$ cat config.mk
export PLATFORM = sky130hd
export DESIGN_NAME = thrprog_seq
export DESIGN_NICKNAME = d
export VERILOG_FILES = /design/src/rtl/thrprog_pkg.sv /design/src/rtl/thrprog_busmon.sv /design/src/rtl/thrprog_byterx.sv /design/src/rtl/thrprog_cmdfsm.sv /design/src/rtl/thrprog_seq.sv
export SDC_FILE = /design/constraint.sdc
export NUM_CORES = 1
export LEC_CHECK = 0
export BUFFER_PORTS_ARGS = -buffer_cell sky130_fd_sc_hd__clkbuf_2
export CAP_MARGIN = 0
export CORE_MARGIN = 1
export CORE_UTILIZATION = 58
export DETAILED_ROUTE_END_ITERATION = 8
export PLACE_DENSITY = 0.85
export REMOVE_ABC_BUFFERS = 1
export SLEW_MARGIN = 40
export SYNTH_ARGS = -nofsm -noshare
export SYNTH_HDL_FRONTEND = slang
export SYNTH_SLANG_ARGS = --single-unit
export TNS_END_PERCENT = 10
$ cat constraint.sdc
create_clock -name clk -period 2.2 [get_ports clk]
set_clock_uncertainty 0.05 [all_clocks]
set_input_delay 0.33 -clock clk [delete_from_list [all_inputs] [get_ports clk]]
set_output_delay 0.33 -clock clk [all_outputs]
set_load 0.005 [all_outputs]
$ cat src/rtl/thrprog_pkg.sv
package thrprog_pkg;

    localparam int BYTE_W = 8;
    localparam int NUM_CH = 3;

    localparam logic [BYTE_W-1:0] DEV_WR_ADDR = 8'hA0;
    localparam logic [BYTE_W-1:0] COMMIT_DATA = 8'h00;

    typedef enum logic [2:0] {
        ST_IDLE,
        ST_DEVADR,
        ST_REGADR,
        ST_DATA,
        ST_ARMED,
        ST_PROG,
        ST_DONE
    } seq_state_t;

    // Channel selector code for each monitored channel.
    function automatic logic [BYTE_W-1:0] chan_code(input int idx);
        logic [BYTE_W-1:0] code;
        case (idx)
            0:       code = 8'h01;
            1:       code = 8'h09;
            default: code = 8'h0D;
        endcase
        return code;
    endfunction

endpackage

$ cat src/rtl/thrprog_busmon.sv
module thrprog_busmon #(
    parameter int SYNC_STAGES = 2
) (
    input  logic clk,
    input  logic rst_n,
    input  logic scl_i,
    input  logic sda_i,
    output logic scl_rise,
    output logic scl_fall,
    output logic start_det,
    output logic stop_det,
    output logic sda_bit
);

    localparam int LAST = SYNC_STAGES - 1;

    logic [SYNC_STAGES-1:0] scl_sync;
    logic [SYNC_STAGES-1:0] sda_sync;
    logic                   scl_q;
    logic                   sda_q;

    // Synchronizer chains; the first stage takes the pin, later stages follow.
    genvar g;
    generate
        for (g = 0; g < SYNC_STAGES; g++) begin : g_sync
            always_ff @(posedge clk or negedge rst_n) begin
                if (!rst_n) begin
                    scl_sync[g] <= 1'b1;
                    sda_sync[g] <= 1'b1;
                end else if (g == 0) begin
                    scl_sync[g] <= scl_i;
                    sda_sync[g] <= sda_i;
                end else begin
                    scl_sync[g] <= scl_sync[(g == 0) ? 0 : g - 1];
                    sda_sync[g] <= sda_sync[(g == 0) ? 0 : g - 1];
                end
            end
        end
    endgenerate

    always_ff @(posedge clk or negedge rst_n) begin
        if (!rst_n) begin
            scl_q <= 1'b1;
            sda_q <= 1'b1;
        end else begin
            scl_q <= scl_sync[LAST];
            sda_q <= sda_sync[LAST];
        end
    end

    always_comb begin
        sda_bit   = sda_sync[LAST];
        scl_rise  = !scl_q &&  scl_sync[LAST];
        scl_fall  =  scl_q && !scl_sync[LAST];
        // Data edges while the clock stays high mark bus conditions.
        start_det = scl_q && scl_sync[LAST] &&  sda_q && !sda_sync[LAST];
        stop_det  = scl_q && scl_sync[LAST] && !sda_q &&  sda_sync[LAST];
    end

endmodule

$ cat src/rtl/thrprog_byterx.sv
module thrprog_byterx
    import thrprog_pkg::*;
(
    input  logic              clk,
    input  logic              rst_n,
    input  logic              enable,
    input  logic              scl_rise,
    input  logic              scl_fall,
    input  logic              start_det,
    input  logic              stop_det,
    input  logic              sda_bit,
    input  logic              ack_ok,
    output logic              byte_stb,
    output logic [BYTE_W-1:0] byte_val,
    output logic              sda_pull
);

    localparam int                CNT_W    = $clog2(BYTE_W + 1);
    localparam logic [CNT_W-1:0]  CNT_FULL = CNT_W'(BYTE_W);
    localparam logic [CNT_W-1:0]  CNT_LAST = CNT_W'(BYTE_W - 1);

    logic [CNT_W-1:0]  bit_cnt;
    logic [BYTE_W-1:0] shreg;
    logic              ack_phase;

    always_ff @(posedge clk or negedge rst_n) begin
        if (!rst_n) begin
            bit_cnt   <= '0;
            shreg     <= '0;
            ack_phase <= 1'b0;
            sda_pull  <= 1'b0;
            byte_stb  <= 1'b0;
        end else if (start_det || stop_det || !enable) begin
            bit_cnt   <= '0;
            ack_phase <= 1'b0;
            sda_pull  <= 1'b0;
            byte_stb  <= 1'b0;
        end else begin
            byte_stb <= 1'b0;
            if (scl_rise && (bit_cnt < CNT_FULL)) begin
                shreg   <= {shreg[BYTE_W-2:0], sda_bit};
                bit_cnt <= bit_cnt + 1'b1;
                if (bit_cnt == CNT_LAST) begin
                    byte_stb <= 1'b1;
                end
            end
            if (scl_fall && (bit_cnt == CNT_FULL)) begin
                if (!ack_phase) begin
                    // Falling edge after the eighth bit: open the ninth clock.
                    ack_phase <= 1'b1;
                    sda_pull  <= ack_ok;
                end else begin
                    // Falling edge after the ninth clock: release the line.
                    ack_phase <= 1'b0;
                    sda_pull  <= 1'b0;
                    bit_cnt   <= '0;
                end
            end
        end
    end

    assign byte_val = shreg;

endmodule

$ cat src/rtl/thrprog_cmdfsm.sv
module thrprog_cmdfsm
    import thrprog_pkg::*;
(
    input  logic              clk,
    input  logic              rst_n,
    input  logic              hv_present,
    input  logic              start_det,
    input  logic              stop_det,
    input  logic              byte_stb,
    input  logic [BYTE_W-1:0] byte_val,
    output logic              ack_ok,
    output logic              listen,
    output logic [NUM_CH-1:0] prog_req,
    output logic              prog_done
);

    seq_state_t        state_q, state_d;
    logic [NUM_CH-1:0] chan_q, chan_d;
    logic              ack_q, ack_d;
    logic [NUM_CH-1:0] chan_hit;

    genvar g;
    generate
        for (g = 0; g < NUM_CH; g++) begin : g_hit
            assign chan_hit[g] = (byte_val == chan_code(g));
        end
    endgenerate

    // Next-state decision.
    always_comb begin
        state_d = state_q;
        chan_d  = chan_q;
        ack_d   = ack_q;
        unique case (state_q)
            ST_IDLE: begin
                ack_d = 1'b0;
                if (start_det && hv_present) begin
                    state_d = ST_DEVADR;
                end
            end
            ST_DEVADR: begin
                if (!hv_present || start_det || stop_det) begin
                    state_d = ST_IDLE;
                    ack_d   = 1'b0;
                end else if (byte_stb) begin
                    if (byte_val == DEV_WR_ADDR) begin
                        state_d = ST_REGADR;
                        ack_d   = 1'b1;
                    end else begin
                        state_d = ST_IDLE;
                        ack_d   = 1'b0;
                    end
                end
            end
            ST_REGADR: begin
                if (!hv_present || start_det || stop_det) begin
                    state_d = ST_IDLE;
                    ack_d   = 1'b0;
                end else if (byte_stb) begin
                    if (|chan_hit) begin
                        state_d = ST_DATA;
                        chan_d  = chan_hit;
                        ack_d   = 1'b1;
                    end else begin
                        state_d = ST_IDLE;
                        ack_d   = 1'b0;
                    end
                end
            end
            ST_DATA: begin
                if (!hv_present || start_det || stop_det) begin
                    state_d = ST_IDLE;
                    ack_d   = 1'b0;
                end else if (byte_stb) begin
                    if (byte_val == COMMIT_DATA) begin
                        state_d = ST_ARMED;
                        ack_d   = 1'b1;
                    end else begin
                        state_d = ST_IDLE;
                        ack_d   = 1'b0;
                    end
                end
            end
            ST_ARMED: begin
                if (!hv_present || start_det) begin
                    state_d = ST_IDLE;
                    ack_d   = 1'b0;
                end else if (stop_det) begin
                    state_d = ST_PROG;
                    ack_d   = 1'b0;
                end else if (byte_stb) begin
                    state_d = ST_IDLE;
                    ack_d   = 1'b0;
                end
            end
            ST_PROG: begin
                ack_d = 1'b0;
                if (!hv_present) begin
                    state_d = ST_DONE;
                end
            end
            ST_DONE: begin
                ack_d   = 1'b0;
                state_d = ST_IDLE;
            end
            default: begin
                ack_d   = 1'b0;
                state_d = ST_IDLE;
            end
        endcase
    end

    // State register.
    always_ff @(posedge clk or negedge rst_n) begin
        if (!rst_n) begin
            state_q <= ST_IDLE;
            chan_q  <= '0;
            ack_q   <= 1'b0;
        end else begin
            state_q <= state_d;
            chan_q  <= chan_d;
            ack_q   <= ack_d;
        end
    end

    // Moore outputs.
    always_comb begin
        ack_ok    = ack_q;
        listen    = (state_q == ST_DEVADR) || (state_q == ST_REGADR) ||
                    (state_q == ST_DATA)   || (state_q == ST_ARMED);
        prog_req  = (state_q == ST_PROG) ? chan_q : '0;
        prog_done = (state_q == ST_DONE);
    end

endmodule

$ cat src/rtl/thrprog_seq.sv
module thrprog_seq
    import thrprog_pkg::*;
#(
    parameter int SYNC_STAGES = 2
) (
    input  logic              clk,
    input  logic              rst_n,
    input  logic              scl_i,
    input  logic              sda_i,
    input  logic              hv_present_i,
    output logic              sda_pull_o,
    output logic [NUM_CH-1:0] prog_req_o,
    output logic              prog_done_o
);

    logic              scl_rise;
    logic              scl_fall;
    logic              start_det;
    logic              stop_det;
    logic              sda_bit;
    logic              byte_stb;
    logic [BYTE_W-1:0] byte_val;
    logic              ack_ok;
    logic              listen;

    thrprog_busmon #(
        .SYNC_STAGES(SYNC_STAGES)
    ) busmon_i (
        .clk      (clk),
        .rst_n    (rst_n),
        .scl_i    (scl_i),
        .sda_i    (sda_i),
        .scl_rise (scl_rise),
        .scl_fall (scl_fall),
        .start_det(start_det),
        .stop_det (stop_det),
        .sda_bit  (sda_bit)
    );

    thrprog_byterx byterx_i (
        .clk      (clk),
        .rst_n    (rst_n),
        .enable   (listen),
        .scl_rise (scl_rise),
        .scl_fall (scl_fall),
        .start_det(start_det),
        .stop_det (stop_det),
        .sda_bit  (sda_bit),
        .ack_ok   (ack_ok),
        .byte_stb (byte_stb),
        .byte_val (byte_val),
        .sda_pull (sda_pull_o)
    );

    thrprog_cmdfsm cmdfsm_i (
        .clk       (clk),
        .rst_n     (rst_n),
        .hv_present(hv_present_i),
        .start_det (start_det),
        .stop_det  (stop_det),
        .byte_stb  (byte_stb),
        .byte_val  (byte_val),
        .ack_ok    (ack_ok),
        .listen    (listen),
        .prog_req  (prog_req_o),
        .prog_done (prog_done_o)
    );

endmodule

== Word-level counts from Yosys, hierarchy flattened ==
Index checks and enable logic that the tools add are counted.
Widths: inputs -> output; s select.

* Add/sub/neg operators: 1
* Order comparisons: 1
* Equality and inequality tests: 18
* Multiplexer cells: 42
* Bitwise operators: 2
* Reductions and logical operators: 31

{| class="wikitable"
|+ Operators by type and width
! kind !! number
|-
| $mux 3 || 13
|-
| $mux 1 || 21
|-
| $pmux 3 s6 || 1
|-
| $eq 8x4->1 const B || 2
|-
| $mux 4 || 4
|-
| $logic_and 1x1->1 || 10
|-
| $eq 3x3->1 const B || 3
|-
| $ne 3x2->1 const B || 3
|-
| $eq 8x1->1 const B || 1
|-
| $eq 8x8->1 const B || 1
|-
| $logic_not 8->1 || 1
|-
| $reduce_and 4->1 || 2
|-
| $logic_or 1x1->1 || 7
|-
| $eq 3x2->1 const B || 2
|-
| $logic_not 1->1 || 6
|-
| $reduce_and 6->1 || 1
|-
| $add 4x1->4 const B || 1
|-
| $eq 4x3->1 const B || 1
|-
| $eq 4x4->1 const B || 1
|-
| $lt 4x4->1 const B || 1
|-
| $mux 2 || 2
|-
| $ne 4x3->1 const B || 1
|-
| $pmux 1 s4 || 1
|-
| $eq 3x1->1 const B || 1
|-
| 7 further kinds || 8
|}

* Flip-flop bits (word level): 28
* Bits of input ports: 5
* Output and inout port bits: 5
* Logic and storage cells: 109

== Longest topological paths before layout ==
* Depth after elaboration: 8
* Mapped depth: 6
* Gate-level depth less buffers: 6

== Cells and area by module ==
A second synthesis with hierarchy kept.

* Cell total of the unflattened synthesis: 127
* Area total of the unflattened synthesis: 1385.1 um^2

{| class="wikitable"
|+ Modules (own cells, without submodules)
! module !! instances !! cells each !! area an instance (um^2) !! seq. area each (um^2)
|-
| thrprog_byterx || 1 || 51 || 650.6 || 375.4
|-
| thrprog_cmdfsm || 1 || 66 || 544.3 || 175.2
|-
| thrprog_busmon || 1 || 10 || 190.2 || 157.7
|}

== Worst setup path before layout ==
OpenSTA, ideal clock, no wires.

* Kind: register -> register
* Start point: register busmon_i.scl_q
* End point: register cmdfsm_i.chan_q[1]
* Setup time: 0.125 ns
* Arrival time: 1.395 ns
* Required time: 2.025 ns
* Path slack: 0.630 ns
* Cell stages (with the launch flop): 6
* Period minus slack after synthesis: 1.570 ns
* Cells stage by stage: dfstp_2 nand2_1 o21ai_2 nor2_2 nand2_2 mux2_4

* Longest elaborated chain between the ends: 7
* Elaborated cells between the ends (all ways): 9
* Those cells by class: 1 x bitwise; 8 x reduce/logical

{| class="wikitable"
|+ Ends and longest elaborated chain
! element !! RTL line !! text
|-
| start, declared || thrprog_busmon.sv:19 || <nowiki>logic scl_q;</nowiki>
|-
| start signal, assigned || thrprog_busmon.sv:46 || <nowiki>scl_q <= scl_sync[LAST];</nowiki>
|-
| $logic_and 1x1->1 (*) || thrprog_busmon.sv:56, thrprog_busmon.sv:57 ||
|-
| $logic_and 1x1->1 (2 in series) || thrprog_busmon.sv:56 || <nowiki>start_det = scl_q && scl_sync[LAST] && sda_q && !sda_sync[LAST];</nowiki>
|-
| $logic_or 1x1->1 || thrprog_cmdfsm.sv:56 || <nowiki>if (!hv_present || start_det || stop_det) begin</nowiki>
|-
| $logic_or 1x1->1 (*) || thrprog_cmdfsm.sv:56 ||
|-
| $not 1->1 (no line) (*) || -- ||
|-
| $reduce_and 4->1 (no line) (*) || -- ||
|-
| end signal, assigned || thrprog_cmdfsm.sv:121 || <nowiki>chan_q <= chan_d;</nowiki>
|-
| end, declared || thrprog_cmdfsm.sv:18 || <nowiki>logic [NUM_CH-1:0] chan_q, chan_d;</nowiki>
|}

Every way passes the cells marked *; elsewhere a longest branch is shown, timed or not.
A chain may end at the register's enable or synchronous reset.

== Worst setup path after layout ==
* Start point: register cmdfsm_i.state_q[2]
* End point: output prog_req_o[2]

* Longest elaborated chain between the ends: 2

{| class="wikitable"
|+ Ends and longest elaborated chain
! element !! RTL line !! text
|-
| start, declared || thrprog_cmdfsm.sv:17 || <nowiki>seq_state_t state_q, state_d;</nowiki>
|-
| start signal, assigned || thrprog_cmdfsm.sv:120 || <nowiki>state_q <= state_d;</nowiki>
|-
| $eq 3x3->1 || thrprog_cmdfsm.sv:131 || <nowiki>prog_req = (state_q == ST_PROG) ? chan_q : '0;</nowiki>
|-
| $mux 3 || thrprog_cmdfsm.sv:131 ||
|-
| end, declared || thrprog_seq.sv:12 || <nowiki>output logic [NUM_CH-1:0] prog_req_o,</nowiki>
|}

No other way between the ends.

==> impl_metrics.env <==
export IMPL_ys_seq_area_share_pct=48.9
export IMPL_ant_nets=0
export IMPL_clock_latency_ns=0.32
export IMPL_drt_initial_drc_count=19
export IMPL_yosys_area_top_type_share_pct=38.0
export IMPL_place_gp_congestion=0.871
export IMPL_post_drt_wl_per_cell_microns=14.3
export IMPL_setup_violations=0
export IMPL_pre_cts_slack_ns=0.498
export IMPL_critPathArrivalTime_ns=1.44
export IMPL_groute_usage_overall_pct=21.9
export IMPL_grt_pass1_vias=970
export IMPL_die_area_sq_um=2700
export IMPL_cts_htree_levels=1
export IMPL_die_y_microns=52.0
export IMPL_startpoint_type="register"
export IMPL_worst_pin_slew_ns=0.661
export IMPL_drt_pre_antenna_iters=4
export IMPL_drc_errors=0
export IMPL_drt_vias_per_instance=5.80
export IMPL_cts_path_max_buffers=2
export IMPL_root_buffer="clkbuf_4"
export IMPL_syn_inst=136
export IMPL_synth_top_area_cell="dfrtp_1"
export IMPL_fin_crit_sh_pct=82.7
export IMPL_rrSetupSlack_ns=0.48
export IMPL_cts_tree="built"
export IMPL_core_sq_um=2280
export IMPL_crit_path_end_kind="output port"
export IMPL_instances_no_fill=176
export IMPL_io_pin_count=10
export IMPL_dpl_cell_count=170
export IMPL_min_path_type="primary input to register"
export IMPL_post_route_util_pct=68.8
export IMPL_ir_drop_uv=682
export IMPL_dp_hpwl_mm=1.81
export IMPL_cp_max_fo=12
export IMPL_start_util_pct=63.6
export IMPL_drive_gt1_share_pct=25.0
export IMPL_num_antenna_cells=0
export IMPL_final_cell_area_sq_um=1570
export IMPL_cts_resized=0
export IMPL_dieWidth_microns=52.0
export IMPL_rows=17
export IMPL_yosysUniqueCellTypes=44
export IMPL_p_per_area_nw_per_um2=801
export IMPL_status="finished, final reports clean"
export IMPL_clkTransAtPathRegs_ns=0.14
export IMPL_avgSynthCellArea_sq_um=10.6
export IMPL_numCtsBuffers=3
export IMPL_criticalPathCategory="register to output port"
export IMPL_synth_edf_count=0
export IMPL_areaGrowthSynthToFinish_pct=8.21
export IMPL_synth_seq_cells=28
export IMPL_grt_pass1_wl_mm=4.31
export IMPL_vias=1021
export IMPL_max_freq_mhz=549
export IMPL_grt_antenna_before_repair=0
export IMPL_synth_ff_type="dfrtp_1"
export IMPL_port_buffers=9
export IMPL_maxCapViolations=0
export IMPL_cp_required_ns=1.82
export IMPL_rsz0062_at_grt="false"
export IMPL_tns_ns=0
export IMPL_totalWireLength_mm=2.51
export IMPL_final_min_clock_period_ns=1.82
export IMPL_synth_area_leaders="dfrtp_1 38%, dfstp_2 11%, mux2_2 6.2%, nor2_1 4.1%, nand2_1 2.6%"
export IMPL_placed_area_sq_um=1510
export IMPL_relSlewSlack_pct=56.0
export IMPL_cts_sinks=28
export IMPL_setup_slack_ns=0.380
export IMPL_synth_async_sr_flop_share_pct=100
export IMPL_grt_max_degree=29
export IMPL_finalNetCount=156
export IMPL_netlist_area_sq_um=1450
export IMPL_hold_viol=0
export IMPL_ys_warn_count=0
export IMPL_drv_slew=0
export IMPL_grt_overflow_total=0
export IMPL_leakagePower_nw=0.717
[layer usage]
layer	global-route usage, %	wire, microns	up-vias
met3	3.51	51	4
met5	0	0	-
met2	35.5	1220	15
met1	29.9	1210	500
li1	-	-	502
met4	6.76	23	0
[layout by cell type, fill, tap and decap left out, types with 3 or more instances in the layout]
master    count
clkbuf_2      9
o21ai_0       6
mux2_2        8
and3_1        4
inv_1         3
nor2b_1       4
xnor2_1       3
a21oi_1       7
a21o_1        3
dfrtp_1      22
nand2_1      10
clkbuf_4      3
nor2_1       16
nor3_1        3
dfstp_2       6
[path summary, 6_finish.rpt]
kind | from | end | cells after the start
setup / recovery | cmdfsm_i.state_q[2] | prog_req_o[2] | 3
max in group asynchronous | rst_n | byterx_i.bit_cnt[3] | 2
hold reg to reg | busmon_i.sda_sync[0] | busmon_i.sda_bit | 0
min in group asynchronous | rst_n | cmdfsm_i.state_q[1] | 2
setup reg to reg | busmon_i.scl_q | cmdfsm_i.ack_ok | 5
hold / removal | scl_i | busmon_i.scl_sync[0] | 1
[worst max-delay path: stages (launching register included)]
cell      delay, ns
dfrtp_1        0.59
and2b_1        0.24
and3_1         0.18
clkbuf_2       0.11
[cell usage after synthesis (all sizes together), types with 2 or more instances]
| cell | n |
|---|---|
| dfrtp | 22 |
| nor2 | 17 |
| nand2 | 12 |
| mux2 | 10 |
| o21ai | 9 |
| a21oi | 7 |
| dfstp | 6 |
| and3 | 4 |
| nor2b | 4 |
| xnor2 | 4 |
| a21o | 3 |
| buf | 3 |
| inv | 3 |
| nor3 | 3 |
| ha | 2 |
| nand2b | 2 |
| nand3b | 2 |
| nand4 | 2 |
| nand4b | 2 |
| nor3b | 2 |
| nor4 | 2 |
| o211ai | 2 |
| o2bb2ai | 2 |
[layout make-up]
type | instances | area, sq um
Multi-Input combinational cell | 102 | 711
Fill cell | 159 | 709
Sequential cell | 28 | 708
Timing Repair Buffer | 11 | 65.1
Clock buffer | 4 | 36.3
Tap cell | 28 | 35.0
Inverter | 3 | 11.3
[cells by family after synthesis]
kind of cell    synth area share [%]
xor+xnor                        3.54
mux                             8.99
buf+inv                         1.99
compound gates                  11.0
simple gates                    23.9
fa+ha+maj                       1.73
flops                           48.9
[power by group]
group | switching, mW | internal, mW
registers | 0.100 | 0.585
clock network | 0.145 | 0.101
logic | 0.165 | 0.159
total | 0.410 | 0.845
[flip-flops by register name, indices dropped and copies added, names as in the netlist]
name                flops
busmon_i.sda_bit        1
busmon_i.sda_sync       1
busmon_i.scl_q          1
cmdfsm_i.chan_q         3
byterx_i.bit_cnt        4
cmdfsm_i.state_q        3
byterx_i.byte_stb       1
cmdfsm_i.ack_ok         1
busmon_i.scl_sync       2
busmon_i.sda_q          1
byterx_i.ack_phase      1
byterx_i.byte_val       8
byterx_i.sda_pull       1
[repair_timing]
item	CTS	global route
hold buffers	1	1
setup endpoints to repair	0	0
buffers inserted	0	0
endpoints found under the hold margin	22	1
[through the flow]
step / hold slack [ns] / power (mW)
after floorplan: -0.0156 / 0.929
after global routing: 0.00665 / 1.34
final: 0.0245 / 1.25
after global placement: 0.296 / 0.998
after detailed placement: 0.300 / 1.01
after CTS: 0.0137 / 1.26
No activity file was read; power rests on OpenSTA's default activity.
